**config.mk**
```make
export PLATFORM = sky130hd
export DESIGN_NAME = hp_cmd_engine
export DESIGN_NICKNAME = d
export VERILOG_FILES = /design/src/rtl/hpc_pkg.sv /design/src/rtl/hp_cmd_decode.sv /design/src/rtl/hp_slot_bank.sv /design/src/rtl/hp_cmd_engine.sv
export SDC_FILE = /design/constraint.sdc
export NUM_CORES = 1
export LEC_CHECK = 0
export BUFFER_PORTS_ARGS = -buffer_cell sky130_fd_sc_hd__buf_2
export CAP_MARGIN = 20
export CORE_UTILIZATION = 49
export CTS_BUF_LIST = sky130_fd_sc_hd__clkbuf_4
export DETAILED_ROUTE_END_ITERATION = 10
export MAX_ROUTING_LAYER = met4
export PLACE_DENSITY_LB_ADDON = 0.1
export SETUP_SLACK_MARGIN = 0.5
export SYNTH_ARGS = -nofsm -noshare
export SYNTH_HDL_FRONTEND = slang
export SYNTH_HIERARCHICAL = 1
export SYNTH_SLANG_ARGS = --single-unit
```
**constraint.sdc**
```tcl
create_clock -name clk -period 2.3 [get_ports clk]
set_input_delay 0.345 -clock clk [delete_from_list [all_inputs] [get_ports clk]]
set_output_delay 0.345 -clock clk [all_outputs]
set_load 0.02 [all_outputs]
```
**src/rtl/hpc_pkg.sv**
```systemverilog
package hpc_pkg;

    localparam logic [2:0] ERR_NONE = 3'd0;
    localparam logic [2:0] ERR_SW   = 3'd1;
    localparam logic [2:0] ERR_CMD  = 3'd2;
    localparam logic [2:0] ERR_MODE = 3'd4;

    typedef enum logic [1:0] {
        ACT_NONE = 2'd0,
        ACT_SLOT = 2'd1,
        ACT_ALL  = 2'd2,
        ACT_MODE = 2'd3
    } act_e;

    typedef struct packed {
        act_e       act;
        logic [2:0] err;
        logic [7:0] slot_idx;
        logic [1:0] st;
        logic [1:0] pi;
        logic [1:0] ai;
        logic [3:0] mode;
    } cmd_dec_t;

    typedef struct packed {
        logic [1:0] st;
        logic [1:0] pi;
        logic [1:0] ai;
    } slot_t;

endpackage

```
**src/rtl/hp_cmd_decode.sv**
```systemverilog
module hp_cmd_decode
    import hpc_pkg::*;
#(
    parameter int NUM_SLOTS = 4,
    parameter int LEVEL     = 2
) (
    input  logic [15:0]          cmd_word,
    input  logic [NUM_SLOTS-1:0] latch_open,
    output cmd_dec_t             dec
);

    logic [7:0] code;
    logic [7:0] sl;
    logic       lat;

    always_comb begin
        code = cmd_word[7:0];
        sl   = cmd_word[15:8];
        lat  = 1'b0;
        for (int i = 0; i < NUM_SLOTS; i++) begin
            if (sl == 8'(i + 1)) lat = latch_open[i];
        end

        dec          = '0;
        dec.act      = ACT_NONE;
        dec.err      = ERR_NONE;
        dec.slot_idx = sl - 8'd1;
        dec.st       = code[1:0];
        dec.pi       = code[3:2];
        dec.ai       = code[5:4];
        dec.mode     = code[3:0];

        if (code <= 8'h3F) begin
            if (sl == 8'd0 || sl > 8'(NUM_SLOTS))
                dec.err = ERR_CMD;
            else if ((code[1:0] == 2'd1 || code[1:0] == 2'd2) && lat)
                dec.err = ERR_SW;
            else
                dec.act = ACT_SLOT;
        end else if (code <= 8'h44) begin
            dec.act = ACT_MODE;
        end else if (code <= 8'h47) begin
            dec.err = ERR_MODE;
        end else if (code <= 8'h49) begin
            dec.st = (code == 8'h48) ? 2'd1 : 2'd2;
            if (|latch_open) dec.err = ERR_SW;
            else             dec.act = ACT_ALL;
        end else if (code <= 8'h4F) begin
            dec.err = ERR_CMD;
        end else if (code <= 8'h5D) begin
            if (LEVEL >= 2) dec.act = ACT_MODE;
            else            dec.err = ERR_MODE;
        end else if (code <= 8'h5F) begin
            dec.err = ERR_MODE;
        end else begin
            dec.err = ERR_CMD;
        end
    end

endmodule

```
**src/rtl/hp_slot_bank.sv**
```systemverilog
module hp_slot_bank
    import hpc_pkg::*;
#(
    parameter int NUM_SLOTS = 4
) (
    input  logic                   clk,
    input  logic                   rst_n,
    input  logic                   apply,
    input  cmd_dec_t               cmd,
    output logic [2*NUM_SLOTS-1:0] slot_state,
    output logic [2*NUM_SLOTS-1:0] pwr_ind,
    output logic [2*NUM_SLOTS-1:0] attn_ind
);

    localparam slot_t SLOT_RST = '{st: 2'd3, pi: 2'd3, ai: 2'd3};

    slot_t slot_d [NUM_SLOTS];
    slot_t slot_q [NUM_SLOTS];

    always_comb begin
        for (int i = 0; i < NUM_SLOTS; i++) begin
            slot_d[i] = slot_q[i];
            if (apply && cmd.act == ACT_SLOT && cmd.slot_idx == 8'(i)) begin
                if (cmd.st != 2'd0) slot_d[i].st = cmd.st;
                if (cmd.pi != 2'd0) slot_d[i].pi = cmd.pi;
                if (cmd.ai != 2'd0) slot_d[i].ai = cmd.ai;
            end else if (apply && cmd.act == ACT_ALL) begin
                slot_d[i].st = cmd.st;
            end
        end
    end

    always_ff @(posedge clk) begin
        for (int i = 0; i < NUM_SLOTS; i++) begin
            if (!rst_n) slot_q[i] <= SLOT_RST;
            else        slot_q[i] <= slot_d[i];
        end
    end

    for (genvar g = 0; g < NUM_SLOTS; g++) begin : g_slot
        assign slot_state[2*g+1:2*g] = slot_q[g].st;
        assign pwr_ind[2*g+1:2*g]    = slot_q[g].pi;
        assign attn_ind[2*g+1:2*g]   = slot_q[g].ai;

        // no slot ever holds the zero (no-change) encoding
        a_r3_state_legal: assert property (@(posedge clk) disable iff (!rst_n)
            slot_q[g].st != 2'd0 && slot_q[g].pi != 2'd0 && slot_q[g].ai != 2'd0);
        // slots only move on a completion event from the control path
        a_r9_hold_when_idle: assert property (@(posedge clk) disable iff (!rst_n)
            !apply |=> $stable(slot_q[g]));
    end

endmodule

```
**src/rtl/hp_cmd_engine.sv**
```systemverilog
module hp_cmd_engine
    import hpc_pkg::*;
#(
    parameter int NUM_SLOTS   = 4,
    parameter int LEVEL       = 2,
    parameter int EXEC_CYCLES = 4
) (
    input  logic                   clk,
    input  logic                   rst_n,
    input  logic                   cmd_wr,
    input  logic [15:0]            cmd_word,
    input  logic [NUM_SLOTS-1:0]   latch_open,
    output logic [3:0]             status,
    output logic                   cmd_done,
    output logic [2*NUM_SLOTS-1:0] slot_state,
    output logic [2*NUM_SLOTS-1:0] pwr_ind,
    output logic [2*NUM_SLOTS-1:0] attn_ind,
    output logic [3:0]             bus_mode
);

    localparam int CNT_W = $clog2(EXEC_CYCLES + 1);

    typedef struct packed {
        logic             busy;
        logic [CNT_W-1:0] cnt;
        logic             done;
        logic [2:0]       err;
        cmd_dec_t         cmd;
        logic [3:0]       mode;
    } ctl_t;

    ctl_t     ctl_d, ctl_q;
    cmd_dec_t dec;
    logic     finish;

    hp_cmd_decode #(.NUM_SLOTS(NUM_SLOTS), .LEVEL(LEVEL)) u_decode (
        .cmd_word   (cmd_word),
        .latch_open (latch_open),
        .dec        (dec)
    );

    always_comb begin
        ctl_d      = ctl_q;
        ctl_d.done = 1'b0;
        finish     = ctl_q.busy && ctl_q.cnt == '0;
        if (ctl_q.busy) begin
            if (finish) begin
                ctl_d.busy = 1'b0;
                ctl_d.done = 1'b1;
                if (ctl_q.cmd.act == ACT_MODE) ctl_d.mode = ctl_q.cmd.mode;
            end else begin
                ctl_d.cnt = ctl_q.cnt - 1'b1;
            end
        end else if (cmd_wr) begin
            ctl_d.busy = 1'b1;
            ctl_d.cnt  = CNT_W'(EXEC_CYCLES - 1);
            ctl_d.err  = dec.err;
            ctl_d.cmd  = dec;
        end
    end

    always_ff @(posedge clk) begin
        if (!rst_n) ctl_q <= '0;
        else        ctl_q <= ctl_d;
    end

    hp_slot_bank #(.NUM_SLOTS(NUM_SLOTS)) u_bank (
        .clk        (clk),
        .rst_n      (rst_n),
        .apply      (finish),
        .cmd        (ctl_q.cmd),
        .slot_state (slot_state),
        .pwr_ind    (pwr_ind),
        .attn_ind   (attn_ind)
    );

    assign status   = {ctl_q.err, ctl_q.busy};
    assign cmd_done = ctl_q.done;
    assign bus_mode = ctl_q.mode;

    a_r2_busy_rises: assert property (@(posedge clk) disable iff (!rst_n)
        cmd_wr && !status[0] |=> status[0]);
    a_r2_done_single: assert property (@(posedge clk) disable iff (!rst_n)
        cmd_done |=> !cmd_done);
    a_r2_done_on_fall: assert property (@(posedge clk) disable iff (!rst_n)
        cmd_done |-> !status[0] && $past(status[0]));
    a_r11_err_hold: assert property (@(posedge clk) disable iff (!rst_n)
        status[0] |=> $stable(status[3:1]));
    a_r9_busy_kept: assert property (@(posedge clk) disable iff (!rst_n)
        status[0] && cmd_wr && ctl_q.cnt != '0 |=> status[0]);
    a_r8_err_no_mode_change: assert property (@(posedge clk) disable iff (!rst_n)
        cmd_done && status[3:1] != 3'd0 |-> $stable(bus_mode));
    a_r7_level1_mode: assert property (@(posedge clk) disable iff (!rst_n)
        LEVEL == 1 |-> bus_mode <= 4'd4);

endmodule

```
# Word-level counts from Yosys, hierarchy flattened
# Memories as Yosys holds them, arrays and structs flattened.
# Cells that the tools add are included.
[op_classes] add_sub_neg=2 magnitude_cmp=8 eq_ne=14 mux=61 bitwise=5 n_reduce_logical=22
[op_table] operator="2-bit two-way mux" count=30
[op_table] operator="8-bit by 7-bit <= comparator with 1-bit output (second input constant)" count=6
[op_table] operator="8-bit by 2-bit == test with 1-bit output (second input constant)" count=4
[op_table] operator="4-bit two-way mux" count=6
[op_table] operator="6-bit two-way mux" count=4
[op_table] operator="3-bit two-way mux" count=7
[op_table] operator="8-bit by 1-bit == test with 1-bit output (second input constant)" count=2
[op_table] operator="8-bit zero test" count=2
[op_table] operator="1-bit two-way mux" count=12
[op_table] operator="5-bit two-way mux" count=2
[op_table] operator="8-bit by 3-bit == test with 1-bit output (second input constant)" count=1
[op_table] operator="8-bit by 7-bit == test with 1-bit output (second input constant)" count=1
[op_table] operator="8-bit by 3-bit > comparator with 1-bit output (second input constant)" count=1
[op_table] operator="8-bit by 6-bit <= comparator with 1-bit output (second input constant)" count=1
[op_table] operator="1-bit logical AND" count=8
[op_table] operator="2-bit nonzero test" count=4
[op_table] operator="8-bit by 1-bit subtractor with 8-bit output (second input constant)" count=1
[op_table] operator="2-bit == test (second input constant)" count=3
[op_table] operator="2-bit AND reduction" count=3
[op_table] operator="2-bit by 1-bit == test with 1-bit output (second input constant)" count=2
[op_table] operator="1-bit bitwise OR" count=4
[op_table] operator="4-bit OR reduction" count=1
[op_table] operator="3-bit zero test" count=1
[op_table] operator="3-bit AND reduction" count=1
[op_table] operator="other kinds (4)" count=5
[totals] regBits=32 ramBits=24 input_bits=23 output_inout_bits=33 wordCells=124 mem_count=1
[mem_list] name="u_bank.slot_q" words=4 word_bits=6 read_ports=4 rd_clocked_by_memory_dff=0 write_ports=4 line="hp_slot_bank.sv:18" text="slot_t slot_q [NUM_SLOTS];"

# Depth between registers and ports, before layout
# Gate-level depths: netlist of the first run.
[depth] word_depth=9 mapped_depth=8 depth_no_buf=8

# Modules after synthesis
# Netlist of the first run, hierarchy kept.
[modules_own_cells] mod="hp_cmd_engine" n_inst=1 cells_per_inst=150 area_each_um2=1280.0 seq_area_each_um2=640.6
[modules_own_cells] mod="hp_slot_bank" n_inst=1 cells_per_inst=115 area_each_um2=1144.8 seq_area_each_um2=480.5
[modules_own_cells] mod="hp_cmd_decode" n_inst=1 cells_per_inst=77 area_each_um2=584.3 seq_area_each_um2=0.0

# Worst setup path after synthesis of the first run
# No wires, ideal clock.
[synth_path] path_type="register -> register" start="register ctl_q[31] in the netlist's numbering" end="memory u_bank/slot_q[0][7] in the netlist's numbering" setup_time_ns=0.122 arrival_time_ns=1.571 t_required_ns=2.178 path_slack_ns=0.607 stages_incl_launch_ff=8 path_buffers=1 synth_period_minus_slack_ns=1.693 cell_sequence="dfxtp_1 -> inv_1 -> ha_1 -> ha_1 -> and2_1 -> and4_1 -> buf_6 -> a221o_1"
[synth_lines] element="from (decl)" line="hp_cmd_engine.sv:32" text="ctl_t ctl_d, ctl_q;"
[synth_lines] element="from (signal assigned)" line="hp_cmd_engine.sv:64" text="else ctl_q <= ctl_d;"
[synth_lines] element="to (decl)" line="hp_slot_bank.sv:18"

==> impl_summary.txt, run 1 <==
----------------------------------------------------
[Status]
  Status ... finished clean

[Yosys]
  Post-synth cell types ... 49
  Largest family of logic cells by synthesized area ... simple AND/OR/NAND/NOR gates
  Most frequently used cell type in the post-synthesis netlist ... sky130_fd_sc_hd__nand2_1
  Total of warnings raised by yosys ... 6
  Part of the Yosys area used for sequential elements ... 0.373
  Cells after Synth ... 342
  Combined area of all synthesized cells ... 3010 um^2
  Synth top area cells ... sky130_fd_sc_hd__dfxtp_1, sky130_fd_sc_hd__nand2_1, sky130_fd_sc_hd__a221o_1, sky130_fd_sc_hd__buf_4, sky130_fd_sc_hd__a21boi_1
  #FFs+latches synth ... 56
  Post-Synthesis Net Count ... 375
  Post-synthesis share of cell area spent on full adders, half adders and majority gates ... 0.0416
  Library cell occupying the most area in the post-synthesis netlist ... sky130_fd_sc_hd__dfxtp_1
  Ranking of synthesized cells by instance count ... sky130_fd_sc_hd__nand2_1, sky130_fd_sc_hd__dfxtp_1, sky130_fd_sc_hd__buf_4
  Compound-gate portion of the synthesized area ... 0.203
  Post-synth ARST share ... 0
  Portion of synthesized cell area occupied by the leading cell type ... 0.373
  Number of enable-type register cells in the synthesized netlist ... 0
  Mean area per synthesized cell ... 8.80 um^2
  Commonest register cell after synthesis ... sky130_fd_sc_hd__dfxtp_1
  Synth Area in XOR/XNOR ... 0.0175
  Synth Area in Simple Gates ... 0.249
  Post-synthesis mux area share ... 0.00832

[Min path]
  Hold Path Class ... in2reg

[Pwr]
  Static Leakage ... 1.32 nW
  Switch Pwr ... 0.500 mW
  Power per standard cell area ... 566 nW/um^2
  Worst supply voltage drop on vdd ... 0.000390 V
  Internal power summed over all cells ... 1.34 mW
  Fraction of power spent switching nets ... 0.271
  Relative contribution of the clock network to total power ... 0.292
  Sequential group share of total power ... 0.571
  Total Power Consumption ... 1.84 mW
  Logic pwr share ... 0.138

[Timing]
  Final period utilization ... 0.755
  RSZ-0062 raised after global routing ... true
  Layout Skew ... 0.0115 ns
  Maximum clock rate ... 0.576 GHz
  Count of endpoints failing hold in the final timing report ... 0
  Clock period minus final worst setup slack ... 1.74 ns
  Max-slew violation count ... 0
  Setup TNS ... 0 ns
  Total of endpoints with negative setup slack in the final report ... 0
  Slew headroom ... 0.508
  Slew @ Worst Pin ... 0.738 ns

[Placement]
  Number of input and output port buffers inserted ... 55
  Post-place instance area ... 3110 um^2
  Placed cell count ... 437
  Placer Congestion ... 0.776
  Final HPWL DP ... 4470 um

[Drt]
  Detailed-routed wire length on met2 ... 2820 um
  DR top layer ... met4
  Total number of vias ... 2453
  Routed vias/inst ... 5.50
  Remaining number of nets flagged by the antenna check after routing ... 0
  Detailed-route wire length per cell ... 13.6 um
  Total length of routed wires ... 6080 um
  Detailed router's first-iteration violation count ... 102
  DRC Markers ... 0
  Detailed-router iteration count before antenna repair ... 5
  Total met3 wirelength after detailed routing ... 284 um
  Wire length on met1 ... 2920 um

[Clock network]
  Clock transition at path regs ... 0.16 ns
  TritonCTS Buffers ... 5
  CTS max path bufs ... 2
  Total number of H-tree levels ... 2
  Total of hold buffers inserted after clock tree synthesis ... 0
  Clock tree from TritonCTS ... done
  Clock latency on the worst-skew pair ... 0.38 ns
  Sinks on the clock net ... 56
  Root Buffer Master ... sky130_fd_sc_hd__clkbuf_4

[GRT]
  Vias in the first global route ... 2104
  Number of antenna violations at the first check in global routing ... 0
  All-Layer GR Usage ... 0.201
  Pin count of the biggest net entering global routing ... 26
  Aggregate global routing overflow ... 0
  Wire length of the first global-routing pass ... 9870 um

[Critical path]
  Slowest cell on crit path ... sky130_fd_sc_hd__dfxtp_2
  Crit-path leading delay family ... simple AND/OR/NAND/NOR gates
  Crit path buffers/inverters ... 1
  Arrival time at the worst endpoint ... 2.01 ns
  Critical Path Fanout Max ... 12
  Required time worst endpoint ... 2.57 ns
  CP Launch Type ... flop
  Critical path class ... reg2reg
  Largest stage delay on the critical path ... 0.36 ns
  Worst path most repeated cell ... sky130_fd_sc_hd__ha_1
  Worst-path cell chain ... inv_1 -> ha_1 -> ha_1 -> and2_4 -> and4_4 -> nand2_1 -> a221o_1
  Worst Setup End Kind ... flop

[Floorplanning]
  Height of the chip ... 80.4 um
  Area inside the core boundary ... 5920 um^2
  Row Count ... 28
  Floorplan die width ... 80.4 um
  Total die area ... 6460 um^2
  Starting density of the core ... 0.508
  Ports placed on the boundary ... 56

[Layout]
  Share of final-layout standard cells stronger than drive strength 1 ... 0.229
  Number of nets in the layout ... 403
  End-of-flow core utilization ... 0.549
  Filler Cell Count ... 602
  Area Overhead vs Synth ... 8.03%
  Area of the multi-input gates ... 1600 um^2
  Seq. cell area ... 1120 um^2
  Total inserted antenna cells ... 0
  Final standard cell area without fillers ... 3250 um^2
  Final Instance Count excl. Fillers ... 446

[Run]
  Number of maximum-capacitance violations ... 0

----------------------------------------------------
layout make-up:
cell class                 count  share of cell area
clock buffer                   5              0.0115
clock inverter                 3              0.0131
inverter                      12              0.0139
multi-input combinational    237               0.492
sequential                    56               0.345
tap                           75              0.0289
timing repair buffer          58              0.0955
state kept, by name, summed over array words and instances (netlist names):
signal	cells
bus_mode	4
cmd_done	1
ctl_q	26
status	1
u_bank/slot_q	24
cells in the final DEF (no fill, tap or decap), types with 8 or more instances in the layout:
master,n
sky130_fd_sc_hd__ha_1,10
sky130_fd_sc_hd__nand2_1,73
sky130_fd_sc_hd__dfxtp_1,55
sky130_fd_sc_hd__o31ai_1,10
sky130_fd_sc_hd__inv_1,12
sky130_fd_sc_hd__a221o_1,16
sky130_fd_sc_hd__o21ai_0,8
sky130_fd_sc_hd__a21boi_1,20
sky130_fd_sc_hd__a21oi_1,10
sky130_fd_sc_hd__nor2_1,9
sky130_fd_sc_hd__buf_2,55
through the flow:
step / hold WS [ns] / worst slack [ns]
detailed placement: 0.450 / 0.342
CTS: 0.217 / 0.485
finish: 0.226 / 0.563
floorplan: 0.434 / 0.607
global placement: 0.443 / 0.368
global route: 0.229 / 0.490
kinds of logic (layout without fill, tap and decap cells):
logic type               after synthesis  in the layout
AND/OR/NAND/NOR                      140            140
AO/OA/AOI/OAI                         79             79
multiplexers                           2              2
flip-flops                            56             56
adder cells (fa/ha/maj)               10             10
XOR/XNOR                               6              6
buffers and inverters                 49             78
routing by layer:
metal  up-vias  global-route usage
met5         -                   -
met4         0              0.0482
li1       1238                   -
met2        57               0.331
met3         4              0.0375
met1      1154               0.254
power groups by stage:
stage | registers [mW] | logic, mW | clock network, mW
2_1_floorplan | 1.06 | 0.197 | 0
3_3_place_gp | 1.07 | 0.245 | 0
3_5_place_dp | 1.07 | 0.248 | 0
4_1_cts | 1.05 | 0.252 | 0.551
5_1_grt | 1.06 | 0.287 | 0.591
6_report | 1.05 | 0.253 | 0.537
path summary, 6_finish.rpt:
check	start	end	slack (ns)	cells after the start
hold reg to reg	ctl_q[23]	ctl_q[23]	0.47	2
setup reg to reg	ctl_q[31]	u_bank/slot_q[1][1]	0.56	7
setup / recovery	ctl_q[31]	u_bank/slot_q[1][1]	0.56	7
hold / removal	cmd_word[0]	ctl_q[4]	0.23	3
repair_timing:
| item | 4_1_cts | 5_1_grt |
|---|---|---|
| buffers inserted | 0 | 1 |
| gates resized for setup | 11 | 6 |
| endpoints found under the setup margin | 24 | 24 |
worst min-delay path, delay by kind of cell:
| family | cells | cell delay [ns] |
|---|---|---|
| buf+inv | 1 | 0.12 |
| compound gates | 1 | 0.06 |
| simple gates | 1 | 0.05 |
Note: power is estimated with default switching activity, not from simulation.
==> inputs of run 2 (changes only) <==
- clock period: 2.3 -> 1.6 ns (I/O delays scaled with it)
==> impl_summary.txt, run 2 (synthesis results as in run 1) <==
----------------------------------------------------
[Drt]
  Detailed router's first-iteration violation count ... 101
  Routed vias/inst ... 5.54
  Detailed-router iteration count before antenna repair ... 4
  Detailed-route wire length per cell ... 15.3 um
  Remaining number of nets flagged by the antenna check after routing ... 0
  Total length of routed wires ... 7820 um
  Total number of vias ... 2824
  DRC Markers ... 0

[Critical path]
  Endpoint of the worst register-to-register path ... u_bank/slot_q[0][4]
  Critical path class ... reg2reg
  Required time worst endpoint ... 1.91 ns
  Register-to-register setup slack ... -0.07 ns
  Crit-path leading delay family ... simple AND/OR/NAND/NOR gates
  Worst Setup End Kind ... flop
  Critical Path Fanout Max ... 8
  CP Launch Type ... flop
  Crit path buffers/inverters ... 2
  Slowest cell on crit path ... sky130_fd_sc_hd__dfxtp_2
  Largest stage delay on the critical path ... 0.35 ns
  Arrival time at the worst endpoint ... 1.97 ns
  CP startpoint ... ctl_q[32]
  Worst r2r src ... ctl_q[32]
  Worst-path cell chain ... inv_2 -> ha_4 -> ha_4 -> and2_4 -> and3b_2 -> buf_6 -> nor3_4 -> o31ai_1
  Number of cells traversed by the worst register-to-register path ... 8
  Worst path most repeated cell ... sky130_fd_sc_hd__ha_4

[Timing]
  Total of endpoints with negative setup slack in the final report ... 3
  Maximum clock rate ... 0.600 GHz
  Layout Skew ... 0.0194 ns
  Slew @ Worst Pin ... 0.501 ns
  Slew headroom ... 0.665
  RSZ-0062 raised after global routing ... true
  Setup TNS ... -0.0775 ns
  Count of endpoints failing hold in the final timing report ... 0
  Hold WS ... 0.172 ns
  Worst Slack Setup Final ... -0.0672 ns
  Max-slew violation count ... 0
  Clock period minus final worst setup slack ... 1.67 ns
  Final period utilization ... 1.04

[Clock network]
  Total number of H-tree levels ... 2
  Sinks on the clock net ... 56
  Total of hold buffers inserted after clock tree synthesis ... 0
  CTS max path bufs ... 2
  TritonCTS Buffers ... 5
  Root Buffer Master ... sky130_fd_sc_hd__clkbuf_4
  Clock transition at path regs ... 0.17 ns
  Clock latency on the worst-skew pair ... 0.39 ns
  Clock tree from TritonCTS ... done

[Min path]
  Hold Path Cell Cnt ... 3
  Hold Path Class ... in2reg
  Capture endpoint of the worst hold path ... ctl_q[4]
  Hold Startpoint ... cmd_word[0]

[GRT]
  Aggregate global routing overflow ... 0
  Wire length of the first global-routing pass ... 12100 um
  Vias in the first global route ... 2608
  Number of antenna violations at the first check in global routing ... 0
  All-Layer GR Usage ... 0.249
  Pin count of the biggest net entering global routing ... 46

[Layout]
  Most common cell after layout, fill and taps aside ... sky130_fd_sc_hd__buf_6
  Share of final-layout standard cells stronger than drive strength 1 ... 0.584
  Number of nets in the layout ... 467
  Max reg flops ... 26
  Total inserted antenna cells ... 0
  Area Overhead vs Synth ... 50.4%
  Leading cell types in the layout, fill and taps excluded ... sky130_fd_sc_hd__buf_6, sky130_fd_sc_hd__nand2_1, sky130_fd_sc_hd__buf_4, sky130_fd_sc_hd__dfxtp_2, sky130_fd_sc_hd__dfxtp_1
  Largest registers ... ctl_q (26), u_bank/slot_q (24), bus_mode (4)
  Biggest register ... ctl_q
  Filler Cell Count ... 392

[Floorplanning]
  Ports placed on the boundary ... 56
  Total die area ... 6460 um^2
  Floorplan die width ... 80.4 um
  Height of the chip ... 80.4 um
  Area inside the core boundary ... 5920 um^2
  Row Count ... 28
  Starting density of the core ... 0.508

[Status]
  Status ... complete, but fails checks
  Violated checks ... negative setup slack

[Pwr]
  Static Leakage ... 1.89 nW
  Worst supply voltage drop on vdd ... 0.000456 V
  Power per standard cell area ... 631 nW/um^2

[Placement]
  Placer Congestion ... 0.817
  Final HPWL DP ... 4560 um
  Number of input and output port buffers inserted ... 55

[Run]
  Number of maximum-capacitance violations ... 0

----------------------------------------------------
==> run 2: changes by cell type in the layout (fill, tap and decap cells not counted), moves of 17 or more <==
| cell | previous run | this run |
|---|---|---|
| sky130_fd_sc_hd__dfxtp_2 | 1 | 36 |
| sky130_fd_sc_hd__buf_2 | 55 | 19 |
| sky130_fd_sc_hd__nand2_1 | 73 | 44 |
| sky130_fd_sc_hd__nand2_4 | 0 | 17 |
| sky130_fd_sc_hd__buf_6 | 0 | 50 |
| sky130_fd_sc_hd__dfxtp_1 | 55 | 20 |
| sky130_fd_sc_hd__buf_4 | 2 | 43 |
==> run 2: what timing repair did <==
action,4_1_cts,5_1_grt
pin swaps,19,29
setup endpoints to repair,88,89
setup buffers,31,5
resized for setup,142,77
cloned,7,1
==> run 2: how the worst max path moves through the flow <==
| stage | endpoint | slack, ns | cells after the start |
|---|---|---|---|
| 2_1_floorplan | u_bank/slot_q[0][7] | 0.06 | 8 |
| 3_3_place_gp | u_bank/slot_q[1][11] | -0.08 | 8 |
| 3_5_place_dp | u_bank/slot_q[1][11] | -0.15 | 8 |
| 4_1_cts | u_bank/slot_q[1][11] | 0.006 | 8 |
| 5_1_grt | u_bank/slot_q[0][4] | -0.14 | 8 |
| 6_report | u_bank/slot_q[0][4] | -0.07 | 8 |
==> run 2: cell type report <==
cell class,instances,area [um^2],share of cell area
Clock inverter,2,11.3,0.00249
Clock buffer,6,45.0,0.00995
Multi-Input combinational cell,242,2030,0.447
Inverter,12,83.8,0.0185
Sequential cell,56,1170,0.258
Tap cell,75,93.8,0.0207
Timing Repair Buffer,117,1100,0.243
==> run 2: worst min-delay path, stage by stage <==
cell	delay (ns)
sky130_fd_sc_hd__buf_2	0.15
sky130_fd_sc_hd__nand2_1	0.06
sky130_fd_sc_hd__a21boi_0	0.07
==> run 2: power by group <==
part / switching (mW) / total, mW / internal (mW)
registers: 0.0634 / 1.52 / 1.45
clock network: 0.453 / 0.638 / 0.185
logic: 0.349 / 0.701 / 0.352
total: 0.865 / 2.86 / 1.99
==> run 2: through the flow <==
step                total power, mW   util  cell area (um^2)  setup WS (ns)  std cells
finish                         2.86  0.765              4530        -0.0672        510
global route                   2.99  0.765              4530         -0.143        510
CTS                            2.75  0.708              4190        0.00561        504
detailed placement             1.99  0.579              3430         -0.148        458
global placement               1.98  0.579              3430        -0.0819        458
floorplan                      1.85      -              3160         0.0574        342
==> run 2: metal layers <==
layer | track usage | vias to the layer above | wire length (um)
li1 | - | 1390 | -
met3 | 0.0398 | 8 | 240
met2 | 0.449 | 62 | 4140
met5 | - | - | 0
met4 | 0.0821 | 0 | 90
met1 | 0.277 | 1364 | 3340
